[src/rtl/mbox_pkg.sv]
package mbox_pkg;
  localparam int DATA_W = 32;
  localparam int STAT_W = 8;

  typedef enum logic [1:0] {
    CH_OUT     = 2'd0,
    CH_OUT_IRQ = 2'd1,
    CH_IN      = 2'd2,
    CH_NONE    = 2'd3
  } chan_e;

  typedef enum logic [1:0] {
    HA_OUT     = 2'd0,
    HA_OUT_IRQ = 2'd1,
    HA_IN      = 2'd2,
    HA_STATUS  = 2'd3
  } host_addr_e;
endpackage

[src/rtl/mbox_slot.sv]
module mbox_slot #(
  parameter int DATA_W = 32
) (
  input  logic              clk,
  input  logic              rst_n,
  input  logic              push,
  input  logic [DATA_W-1:0] push_data,
  input  logic              pop,
  output logic              full,
  output logic [DATA_W-1:0] data
);
  always_ff @(posedge clk) begin
    if (!rst_n) begin
      full <= 1'b0;
      data <= '0;
    end else if (push) begin
      full <= 1'b1;
      data <= push_data;
    end else if (pop) begin
      full <= 1'b0;
    end
  end

  AST_PUSH_ONLY_FREE: assert property (@(posedge clk) disable iff (!rst_n)
    push |-> !full);
  AST_POP_FREES: assert property (@(posedge clk) disable iff (!rst_n)
    pop |=> !full);
  AST_FULL_HOLDS_DATA: assert property (@(posedge clk) disable iff (!rst_n)
    (full && !pop) |=> (full && $stable(data)));
endmodule

[src/rtl/mbox_inq.sv]
module mbox_inq #(
  parameter int DATA_W = 32,
  parameter int DEPTH  = 4
) (
  input  logic                       clk,
  input  logic                       rst_n,
  input  logic                       push,
  input  logic [DATA_W-1:0]          push_data,
  input  logic                       pop,
  output logic [DATA_W-1:0]          head,
  output logic [$clog2(DEPTH+1)-1:0] count
);
  localparam int IW = (DEPTH > 1) ? $clog2(DEPTH) : 1;
  localparam int CW = $clog2(DEPTH + 1);
  localparam int SW = IW + 2;

  logic [DATA_W-1:0] mem [DEPTH];
  logic [IW-1:0]     rd_idx;
  logic [IW-1:0]     tail_idx;
  logic [IW-1:0]     newest_idx;
  logic [IW-1:0]     next_rd;
  logic              is_full;
  logic              overrun;

  function automatic logic [IW-1:0] wrap_idx(input logic [SW-1:0] sum);
    logic [SW-1:0] r;
    r = (sum >= SW'(DEPTH)) ? sum - SW'(DEPTH) : sum;
    return r[IW-1:0];
  endfunction

  assign is_full    = (count == CW'(DEPTH));
  assign overrun    = push && is_full && !pop;
  assign tail_idx   = wrap_idx(SW'(rd_idx) + SW'(count));
  assign newest_idx = wrap_idx(SW'(rd_idx) + SW'(DEPTH - 1));
  assign next_rd    = wrap_idx(SW'(rd_idx) + SW'(1));
  assign head       = mem[rd_idx];

  always_ff @(posedge clk) begin
    if (!rst_n) begin
      for (int i = 0; i < DEPTH; i++) mem[i] <= '0;
      rd_idx <= '0;
      count  <= '0;
    end else begin
      if (overrun) begin
        mem[newest_idx] <= push_data;
      end else begin
        if (push) mem[tail_idx] <= push_data;
        if (pop) rd_idx <= next_rd;
        case ({push, pop})
          2'b10:   count <= count + CW'(1);
          2'b01:   count <= count - CW'(1);
          default: count <= count;
        endcase
      end
    end
  end

  AST_COUNT_LIMIT: assert property (@(posedge clk) disable iff (!rst_n)
    count <= CW'(DEPTH));
  AST_POP_NONEMPTY: assert property (@(posedge clk) disable iff (!rst_n)
    pop |-> (count != '0));
  AST_OVERRUN_HOLD: assert property (@(posedge clk) disable iff (!rst_n)
    (push && !pop && is_full) |=> is_full);
endmodule

[src/rtl/mbox_irq.sv]
module mbox_irq (
  input  logic clk,
  input  logic rst_n,
  input  logic set,
  input  logic clr,
  output logic irq
);
  always_ff @(posedge clk) begin
    if (!rst_n)   irq <= 1'b0;
    else if (set) irq <= 1'b1;
    else if (clr) irq <= 1'b0;
  end

  AST_IRQ_CAUSE: assert property (@(posedge clk) disable iff (!rst_n)
    $rose(irq) |-> $past(set));
  AST_IRQ_STICKY: assert property (@(posedge clk) disable iff (!rst_n)
    (irq && !clr) |=> irq);
endmodule

[src/rtl/mbox_channel_unit.sv]
module mbox_channel_unit #(
  parameter int DATA_W   = 32,
  parameter int IN_DEPTH = 4,
  parameter int CNT_W    = $clog2(IN_DEPTH + 1)
) (
  input  logic              clk,
  input  logic              rst_n,
  input  logic              lc_wr_valid,
  input  logic [1:0]        lc_wr_chan,
  input  logic [DATA_W-1:0] lc_wr_data,
  output logic              lc_wr_ready,
  input  logic              lc_rd_valid,
  input  logic [1:0]        lc_rd_chan,
  output logic              lc_rd_ready,
  output logic [DATA_W-1:0] lc_rd_data,
  input  logic [1:0]        lc_cnt_chan,
  output logic [CNT_W-1:0]  lc_cnt,
  input  logic              hst_wr_en,
  input  logic [1:0]        hst_wr_addr,
  input  logic [DATA_W-1:0] hst_wr_data,
  input  logic              hst_rd_en,
  input  logic [1:0]        hst_rd_addr,
  output logic [DATA_W-1:0] hst_rd_data,
  input  logic              hst_irq_clr,
  output logic              hst_irq
);
  import mbox_pkg::*;

  localparam int NUM_OUT = 2;

  logic [NUM_OUT-1:0] ob_push;
  logic [NUM_OUT-1:0] ob_pop;
  logic [NUM_OUT-1:0] ob_full;
  logic [DATA_W-1:0]  ob_data [NUM_OUT];
  logic [DATA_W-1:0]  ob_hread [NUM_OUT];

  logic              in_push;
  logic              in_pop;
  logic [DATA_W-1:0] in_head;
  logic [CNT_W-1:0]  in_count;
  logic [CNT_W-1:0]  in_free;
  logic [DATA_W-1:0] status_word;

  for (genvar g = 0; g < NUM_OUT; g++) begin : g_out
    assign ob_push[g]  = lc_wr_valid && (lc_wr_chan == 2'(g)) && !ob_full[g];
    assign ob_pop[g]   = hst_rd_en && (hst_rd_addr == 2'(g)) && ob_full[g];
    assign ob_hread[g] = ob_full[g] ? ob_data[g] : '1;

    mbox_slot #(.DATA_W(DATA_W)) u_slot (
      .clk       (clk),
      .rst_n     (rst_n),
      .push      (ob_push[g]),
      .push_data (lc_wr_data),
      .pop       (ob_pop[g]),
      .full      (ob_full[g]),
      .data      (ob_data[g])
    );
  end

  assign in_push = hst_wr_en && (hst_wr_addr == HA_IN);
  assign in_pop  = lc_rd_valid && (lc_rd_chan == CH_IN) && (in_count != '0);
  assign in_free = CNT_W'(IN_DEPTH) - in_count;

  mbox_inq #(.DATA_W(DATA_W), .DEPTH(IN_DEPTH)) u_inq (
    .clk       (clk),
    .rst_n     (rst_n),
    .push      (in_push),
    .push_data (hst_wr_data),
    .pop       (in_pop),
    .head      (in_head),
    .count     (in_count)
  );

  mbox_irq u_irq (
    .clk   (clk),
    .rst_n (rst_n),
    .set   (ob_push[CH_OUT_IRQ]),
    .clr   (hst_irq_clr || (hst_rd_en && (hst_rd_addr == HA_OUT_IRQ))),
    .irq   (hst_irq)
  );

  // Local side handshakes
  always_comb begin
    unique case (lc_wr_chan)
      CH_OUT:     lc_wr_ready = !ob_full[CH_OUT];
      CH_OUT_IRQ: lc_wr_ready = !ob_full[CH_OUT_IRQ];
      default:    lc_wr_ready = 1'b1;
    endcase
  end

  always_comb begin
    lc_rd_ready = 1'b1;
    lc_rd_data  = '0;
    if (lc_rd_chan == CH_IN) begin
      lc_rd_ready = (in_count != '0);
      lc_rd_data  = in_head;
    end
  end

  always_comb begin
    unique case (lc_cnt_chan)
      CH_OUT:     lc_cnt = CNT_W'(!ob_full[CH_OUT]);
      CH_OUT_IRQ: lc_cnt = CNT_W'(!ob_full[CH_OUT_IRQ]);
      CH_IN:      lc_cnt = in_count;
      default:    lc_cnt = '0;
    endcase
  end

  // Host side
  assign status_word = DATA_W'({STAT_W'(ob_full[CH_OUT_IRQ]),
                                STAT_W'(in_free),
                                STAT_W'(ob_full[CH_OUT])});

  always_comb begin
    hst_rd_data = '0;
    if (hst_rd_en) begin
      unique case (hst_rd_addr)
        HA_OUT:     hst_rd_data = ob_hread[CH_OUT];
        HA_OUT_IRQ: hst_rd_data = ob_hread[CH_OUT_IRQ];
        HA_STATUS:  hst_rd_data = status_word;
        default:    hst_rd_data = '0;
      endcase
    end
  end

  AST_UNASSIGNED_READ_ZERO: assert property (@(posedge clk) disable iff (!rst_n)
    (lc_rd_valid && (lc_rd_chan != CH_IN)) |-> (lc_rd_ready && lc_rd_data == '0));
  AST_EMPTY_HOST_READ: assert property (@(posedge clk) disable iff (!rst_n)
    (hst_rd_en && (hst_rd_addr == HA_OUT) && !ob_full[CH_OUT]) |=>
      !ob_full[CH_OUT] || $past(ob_push[CH_OUT]));
  AST_IRQ_ON_ACCEPT: assert property (@(posedge clk) disable iff (!rst_n)
    (lc_wr_valid && lc_wr_ready && (lc_wr_chan == CH_OUT_IRQ)) |=> hst_irq);
  AST_STALL_NO_CHANGE: assert property (@(posedge clk) disable iff (!rst_n)
    (lc_wr_valid && !lc_wr_ready && (lc_wr_chan == CH_OUT) && !ob_pop[CH_OUT]) |=>
      $stable(ob_data[CH_OUT]));
endmodule

[config.mk]
export PLATFORM = sky130hd
export DESIGN_NAME = mbox_channel_unit
export DESIGN_NICKNAME = d
export VERILOG_FILES = /design/src/rtl/mbox_pkg.sv /design/src/rtl/mbox_slot.sv /design/src/rtl/mbox_inq.sv /design/src/rtl/mbox_irq.sv /design/src/rtl/mbox_channel_unit.sv
export SDC_FILE = /design/constraint.sdc
export NUM_CORES = 1
export LEC_CHECK = 0
export BUFFER_PORTS_ARGS = -buffer_cell sky130_fd_sc_hd__buf_4
export CAP_MARGIN = 0
export CORE_ASPECT_RATIO = 0.7
export CORE_MARGIN = 2
export CORE_UTILIZATION = 57
export DETAILED_ROUTE_END_ITERATION = 10
export HOLD_SLACK_MARGIN = 0.15
export PLACE_DENSITY = 0.88
export SYNTH_ARGS = -nofsm -noshare
export SYNTH_HDL_FRONTEND = slang
export SYNTH_SLANG_ARGS = --single-unit
[constraint.sdc]
create_clock -name clk -period 3.9 [get_ports clk]
set_input_delay 0.585 -clock clk [delete_from_list [all_inputs] [get_ports clk]]
set_output_delay 0.585 -clock clk [all_outputs]
set_load 0.005 [all_outputs]
==> flow_summary.toml, run 1 <==
[run_status]
status = "complete, no violations"

[clock_tree]
clock_latency_ps = 510
clkSlewWorstSetupHoldPaths_ps = 60
cts-resized-gates = 0
numCtsBuffers = 20
post-cts-setup-buffer-count = 0
cts_sinks = 202
cts-root-buf = "clkbuf_16"
cts_buffer_depth = 3
cts_tree = "done"
ctsHoldBuffers = 0
h-tree-depth = 1

[floorplanning]
start_util = 0.584
rows = 39
core_area_sq_mm = 0.0163
io_pins = 151
dieArea_sq_mm = 0.0178
die_h_um = 112
die_w_um = 159

[worst_setup_path]
start_kind = "flip-flop"
crit-reg2reg-capture = "u_inq.mem[0][26]"
crit_fanout = 32
reg2reg_depth = 7
crit_arrival_ps = 3390
cp_cell_sequence = "inv_1, ha_1, ha_1, nand4bb_4, a2111oi_2, nor3_4, o21ai_4"
max_stage_delay_ps = 850
r2r_slack_ps = 620
crit_top_cell = "ha_1"
cp_slowest_cell = "o21ai_4"
critPathCaptureType = "flip-flop"
r2r-start = "u_inq.count[1]"
crit_type = "reg2reg"
cp.required_ps = 4010

[global_route]
grt_pass1_vias = 6887
antenna_found_initial = 0
grt_first_pass_wirelength_um = 36400
grt_util_all_layers = 0.263
gr-total-overflow = 0
grt_max_degree = 75

[sta]
maxSlewViolCount = 0
rsz0062_at_grt = "false"
setup_tns_ps = 0
period_minus_slack_ps = 3280
hold_viol = 0
layout_setup_ws_ps = 621
fmax_ghz = 0.305
slew_headroom = 0.190
finalSetupViolCount = 0
period_share = 0.841
fin_skew_ps = 16.5
tightest_slew_ps = 1220

[drt]
drt_iter0_markers = 735
dr.pass1.iters = 5
drc = 0
postRouteAntennaNets = 0
num_vias = 6968
wl_per_cell_um = 18.6
viasPerCell = 5.65
drt_wl_total_um = 22900

[finish]
postLayoutCellArea_sq_mm = 0.0115
fin_util = 0.704
drive_above_1_share = 0.307
nFillCells = 1080
syn2layout_area_growth_pct = 20.5
n_antenna_cell = 0
fin_nets = 1082

[placement]
place_area_sq_mm = 0.0109
place_ws_ps = 648
gp_congestion = 0.846
port-buffer-count = 150
dp_hpwl_um = 14700

[yosys]
ys_warn_count = 0
ys_seq_area_frac = 0.558
netlist-cell-type-count = 50
ys_ff_latch = 202
synthCells = 869
syn_nets = 956
avgSynthCellArea_sq_um = 11.0
synth_area_sq_mm = 0.00954

[pwr]
vdd_ir_drop_max_mv = 0.280
power_density_mw_per_mm2 = 419
power.leakage_nw = 4.36
report.power.total_mw = 4.82

[hold_path]
min_from = "lc_wr_data[11]"
hold_end = "g_out[1].u_slot.data[11]"
hp-class = "in2reg"
min_path_cells = 3

[job]
drv_cap = 0
-- metal layers --
metal  routed length, um  share of wire  GRT usage  up-vias
met1                9650           0.42      0.373     3396
met4                 597          0.026     0.0829        0
met3                1650          0.072     0.0471       49
met5                   0              0          0        -
met2               11000           0.48      0.417      293
li1                    -              -          -     3230
-- worst max path at each step --
stage | end | slack, ps | cells past startpoint | start
after floorplan | u_inq.mem[2][0] | 270 | 8 | u_inq.count[1]
after global placement | u_inq.mem[0][14] | 790 | 7 | u_inq.count[1]
after detailed placement | u_inq.mem[0][14] | 650 | 7 | u_inq.count[1]
after CTS | u_inq.mem[0][27] | 640 | 7 | u_inq.count[1]
after global routing | u_inq.mem[0][26] | 420 | 7 | u_inq.count[1]
final | u_inq.mem[0][26] | 620 | 7 | u_inq.count[1]
-- cell usage after synthesis (all sizes together) --
library cell	count	area share
or3	1	0.00066
a2111oi	2	0.0045
fa	1	0.0021
clkinv	2	0.00079
and3b	1	0.00092
nand2b	3	0.0020
or2	1	0.00066
a311oi	26	0.024
or2b	1	0.00079
and2	7	0.0046
o32ai	1	0.00092
nand3	1	0.00052
nand3b	2	0.0016
nand4bb	1	0.0029
o211a	4	0.0042
a211oi	5	0.0050
o21ai	13	0.0068
edfxtp	128	0.40
o311a	1	0.0010
xor2	1	0.00092
inv	68	0.027
ha	5	0.0066
nand2	170	0.067
nor3	30	0.019
o22ai	2	0.0020
a21boi	66	0.052
xnor2	5	0.0046
dfxtp	74	0.16
buf	24	0.017
clkbuf	40	0.016
nor2	97	0.054
nor2b	37	0.024
and4	2	0.0024
a31oi	1	0.0013
mux2i	2	0.0021
a21oi	7	0.0037
nor3b	4	0.0037
mux4	32	0.076
or3b	1	0.00092
-- report_power, final --
group          total (mW)  leakage, nW  switching (mW)  internal [mW]
registers            2.40         1.93          0.0395           2.36
clock network        1.90        0.319           0.814           1.09
logic               0.522         2.11           0.296          0.226
total                4.82         4.36            1.15           3.67
-- placed cells by master, fill, tap and decap left out, drive strengths merged, types with 3 or more instances in the layout --
| cell | instances |
|---|---|
| a211oi | 5 |
| a21boi | 66 |
| a21oi | 7 |
| a311oi | 26 |
| and2 | 7 |
| buf | 168 |
| clkbuf | 26 |
| clkinv | 10 |
| dfxtp | 74 |
| edfxtp | 128 |
| ha | 5 |
| inv | 68 |
| mux4 | 32 |
| nand2 | 170 |
| nand2b | 3 |
| nor2 | 97 |
| nor2b | 37 |
| nor3 | 30 |
| nor3b | 4 |
| o211a | 4 |
| o21ai | 13 |
| xnor2 | 5 |
-- cells by family after synthesis --
kind of cell,share of synthesized area
AO/OA/AOI/OAI,0.105
AND/OR/NAND/NOR,0.185
adder cells (fa/ha/maj),0.00865
XOR/XNOR,0.00551
buffers and inverters,0.0600
multiplexers,0.0776
flip-flops,0.558
-- sequential cells by signal, summed over array words and instances (netlist names), named ones only --
register and count:
g_out.u_slot.data 64, u_inq.rd_idx 2, u_inq.count 3, u_irq.irq 1, u_inq.mem 128, g_out.u_slot.full 2
-- worst max-delay path, delay by kind of cell, from the launching register on --
family | cells | cell delay (ps)
buffers and inverters | 1 | 110
AOI/OAI and AO/OA | 2 | 1420
DFF | 1 | 430
adders and majority gates | 2 | 430
and+or+nand+nor | 2 | 470
-- through the flow --
stage	hold slack [ps]	cells
after floorplan	435	869
after global placement	440	1198
after detailed placement	445	1198
after CTS	325	1234
after global routing	327	1234
final	338	1234
-- area by class of cell --
cell class,instances,area [sq um],area share
Multi-Input combinational cell,533,3710,0.323
Clock inverter,10,85.1,0.00740
Sequential cell,202,5330,0.463
Clock buffer,26,563,0.0489
Inverter,70,263,0.0228
Timing Repair Buffer,168,1270,0.111
Tap cell,225,282,0.0245
No activity file was read; power rests on OpenSTA's default activity.
==> run 2, diff against run 1 <==
- CORE_UTILIZATION: 57 -> 51
- PLACE_DENSITY: 0.88 -> 0.84
- clock period: 3.9 -> 2.9 ns (I/O delays scaled with it)
==> flow_summary.toml, run 2 (same netlist as run 1, synthesis figures left out) <==
[sta]
period_share = 0.918
fmax_ghz = 0.376
rsz0062_at_grt = "false"
finalSetupViolCount = 0
setup_tns_ps = 0
tightest_slew_ps = 676
layout_setup_ws_ps = 238
hold_viol = 0
slew_headroom = 0.549
fin_skew_ps = 8.62
period_minus_slack_ps = 2660
maxSlewViolCount = 0

[floorplanning]
start_util = 0.526
dieArea_sq_mm = 0.0198
die_h_um = 118
rows = 41
die_w_um = 168
io_pins = 151
core_area_sq_mm = 0.0182

[placement]
dp_hpwl_um = 14200
place_ws_ps = 264
port-buffer-count = 150
gp_congestion = 0.812

[clock_tree]
clock_latency_ps = 490
post-cts-setup-buffer-count = 0
clkSlewWorstSetupHoldPaths_ps = 70
cts-root-buf = "clkbuf_16"
cts_sinks = 202
h-tree-depth = 1
cts_tree = "done"
cts_buffer_depth = 3
ctsHoldBuffers = 0
cts-resized-gates = 0
numCtsBuffers = 21

[worst_setup_path]
reg2reg_depth = 8
critPathCaptureType = "flip-flop"
r2r_slack_ps = 240
start_kind = "flip-flop"
max_stage_delay_ps = 520
crit_top_cell = "ha_1"
r2r-start = "u_inq.count[1]"
crit_fanout = 16
cp.required_ps = 3070
crit_type = "reg2reg"
crit_family = "compound AO/OA/AOI/OAI gates"
cp_slowest_cell = "a2111oi_4"
crit_arrival_ps = 2830
cp_cell_sequence = "inv_1, ha_1, ha_1, nand4bb_4, a2111oi_4, nor3_4, o21ai_4, buf_4"
crit-reg2reg-capture = "u_inq.mem[2][17]"
path_buf_inv = 2

[drt]
postRouteAntennaNets = 0
viasPerCell = 5.43
num_vias = 6814
drt_wl_total_um = 22200
wl_per_cell_um = 17.7
dr.pass1.iters = 7
drc = 8
drt_iter0_markers = 583

[pwr]
p_switching_mw = 1.56
vdd_ir_drop_max_mv = 0.308
swShare = 0.237
power_density_mw_per_mm2 = 563
combPwrFrac = 0.111
power.leakage_nw = 4.44
pwr-share-clk = 0.401
seqPwrFrac = 0.488
internal_power_mw = 5.03

[global_route]
grt_max_degree = 61
grt_pass1_vias = 6829
grt_util_all_layers = 0.226
gr-total-overflow = 0
grt_first_pass_wirelength_um = 35800
antenna_found_initial = 0

[finish]
n_antenna_cell = 0
syn2layout_area_growth_pct = 22.5
seq_area_sq_mm = 0.00533
drive_above_1_share = 0.318
fin_nets = 1093
mostFrequentLayoutCells = "172 x buf_4, 170 x nand2_1, 128 x edfxtp_1, 73 x dfxtp_1, 68 x inv_1"
multi_input_area_sq_mm = 0.00371
nFillCells = 1342
layout_commonest_cell = "buf_4"
top_regs = "u_inq.mem x128, g_out.u_slot.data x64, u_inq.count x3"
top_register = "u_inq.mem"
largest_reg_flops = 128

[run_status]
violations = "design-rule violations"
status = "finished, violations left"

[job]
drv_cap = 0

[hold_path]
min_from = "lc_wr_data[16]"
hold_end = "g_out[1].u_slot.data[16]"
min_path_cells = 3
hp-class = "in2reg"
-- run 2: worst max-delay path by stage --
| stage | from | end | slack (ps) | depth (start not counted) |
|---|---|---|---|---|
| after floorplan | u_inq.count[1] | u_inq.mem[2][0] | 180 | 8 |
| after global placement | u_inq.count[1] | u_inq.mem[0][15] | 340 | 8 |
| after detailed placement | u_inq.count[1] | u_inq.mem[0][3] | 260 | 8 |
| after CTS | u_inq.count[1] | u_inq.mem[0][17] | 240 | 8 |
| after global routing | u_inq.count[0] | u_inq.mem[0][17] | 90 | 8 |
| final | u_inq.count[1] | u_inq.mem[2][17] | 240 | 8 |
-- run 2: routing by layer --
metal  share of wire  global-route usage
met5               0                   0
met4           0.031              0.0734
met3           0.059              0.0378
met2            0.49               0.382
met1            0.42               0.300
-- run 2: power groups by stage --
stage	clock network [mW]	logic, mW	registers, mW
floorplan	0	0.435	3.26
global placement	0	0.716	3.27
detailed placement	0	0.729	3.27
CTS	2.68	0.736	3.21
global route	2.80	0.788	3.22
finish	2.64	0.731	3.21
-- run 2: final cells by class --
type	instances	area share
multi-input combinational	533	0.317
clock inverter	12	0.00856
inverter	70	0.0225
timing repair buffer	178	0.121
sequential	202	0.456
clock buffer	25	0.0498
tap	236	0.0253
-- run 2: per-stage QoR --
step	hold slack, ps	total power, mW	utilization	instance area [sq um]	std cells
finish	197	6.58	0.644	11700	1256
global route	198	6.81	0.644	11700	1256
detailed placement	445	4.00	0.606	11000	1219
CTS	185	6.63	0.644	11700	1256
global placement	440	3.98	0.606	11000	1219
floorplan	435	3.69	-	9590	869
-- run 2: worst register-to-register path: cells and delay by family, from the launching register on --
kind | cells | cell delay (ps)
and+or+nand+nor | 2 | 470
buffers and inverters | 2 | 380
AOI/OAI and AO/OA | 2 | 660
DFF | 1 | 410
adders and majority gates | 2 | 410
==> run 3, diff against run 2 <==
==> constraint.sdc (replaced) <==
create_clock -name clk -period 2.9 [get_ports clk]
set_input_delay 0.87 -clock clk [delete_from_list [all_inputs] [get_ports clk]]
set_output_delay 0.87 -clock clk [all_outputs]
set_load 0.005 [all_outputs]
==> flow_summary.toml, run 3 (same netlist as run 1, synthesis figures left out) <==
[drt]
num_vias = 6833
drt_iter0_markers = 548
drt_wl_total_um = 21800
drc = 8
viasPerCell = 5.43
dr.pass1.iters = 9
postRouteAntennaNets = 0
wl_per_cell_um = 17.3

[pwr]
report.power.total_mw = 6.53
p_switching_mw = 1.48
pwr-share-clk = 0.395
power.leakage_nw = 4.49
seqPwrFrac = 0.492
swShare = 0.227
vdd_ir_drop_max_mv = 0.447
combPwrFrac = 0.113
power_density_mw_per_mm2 = 555
internal_power_mw = 5.05

[floorplanning]
dieArea_sq_mm = 0.0198
io_pins = 151
rows = 41
die_w_um = 168
core_area_sq_mm = 0.0182
die_h_um = 118
start_util = 0.526

[finish]
drive_above_1_share = 0.322
syn2layout_area_growth_pct = 23.3
layout_commonest_cell = "buf_4"
top_register = "u_inq.mem"
final_cells = 1259
fin_util = 0.648
mostFrequentLayoutCells = "171 x buf_4, 170 x nand2_1, 128 x edfxtp_1, 71 x dfxtp_1, 67 x inv_1"
largest_reg_flops = 128
top_regs = "u_inq.mem x128, g_out.u_slot.data x64, u_inq.count x3"
n_antenna_cell = 0
postLayoutCellArea_sq_mm = 0.0118
fin_nets = 1096

[clock_tree]
clkSlewWorstSetupHoldPaths_ps = 60
cts_buffer_depth = 3
cts_sinks = 202
clock_latency_ps = 490
h-tree-depth = 1
cts-root-buf = "clkbuf_16"
cts_tree = "done"
numCtsBuffers = 20

[worst_setup_path]
critPathCaptureType = "output pin"
start_kind = "flip-flop"
crit_fanout = 16
crit_type = "reg2out"
crit_arrival_ps = 1950
cp.required_ps = 2030

[sta]
period_minus_slack_ps = 2820
fmax_ghz = 0.355
hold_ws_ps = 452
setup_tns_ps = 0
hold_viol = 0
fin_skew_ps = 17.1
finalSetupViolCount = 0
slew_headroom = 0.665
rsz0062_at_grt = "false"
period_share = 0.973
maxSlewViolCount = 0
tightest_slew_ps = 503
layout_setup_ws_ps = 79.5

[global_route]
antenna_found_initial = 0
grt_first_pass_wirelength_um = 34400
grt_util_all_layers = 0.217
grt_pass1_vias = 6641
gr-total-overflow = 0
grt_max_degree = 44

[placement]
gp_congestion = 0.826
place_area_sq_mm = 0.0111
dp_hpwl_um = 14300
port-buffer-count = 150
place_inst = 1222
place_ws_ps = 167

[run_status]
violations = "design-rule violations"
status = "finished, violations left"

[job]
drv_cap = 0

[hold_path]
hp-class = "reg2reg"
[run 3: critical path, stage by stage, from the launching register on]
cell and delay [ps]:
dfxtp_2 410, buf_12 200, mux4_2 550, nor2b_1 160, buf_4 140
[run 3: area by class of cell]
class                   instances  area (sq um)
clock buffers                  32           614
clock inverters                 4          45.0
fillers                      1371          6390
inverters                      70           263
multi-input cells             533          3710
flip-flops and latches        202          5330
well taps                     236           295
repair buffers                182          1510
[run 3: worst paths after layout]
| kind | from | endpoint | slack (ps) | cells after the start |
|---|---|---|---|---|
| max | flip-flop | lc_rd_data[10] | 80 | 4 |
| min | g_out[1].u_slot.data[17] | g_out[1].u_slot.data[17] | 450 | 2 |
| max reg2reg | u_inq.count[1] | u_inq.mem[0][17] | 280 | 8 |
| min reg2reg | g_out[1].u_slot.data[17] | g_out[1].u_slot.data[17] | 450 | 2 |
[run 3: layer usage]
layer  GRT usage  wire [um]  vias to the layer above
met4      0.0587        478                        0
met3      0.0382       1590                       35
met1       0.295       9220                     3263
met2       0.363      10500                      266
li1            -          -                     3269
met5           0          0                        -
[run 3: what timing repair did]
item	4_1_cts	5_1_grt
buffers inserted	0	0
hold buffers	0	0
gates resized for setup	0	3
endpoints found under the setup margin	0	6
[run 3: power by group through the flow]
stage	combinational [mW]	sequential, mW	clock [mW]
final	0.740	3.22	2.58
after detailed placement	0.738	3.28	0
after global placement	0.724	3.27	0
after floorplan	0.435	3.26	0
after global routing	0.797	3.22	2.73
after CTS	0.741	3.21	2.61
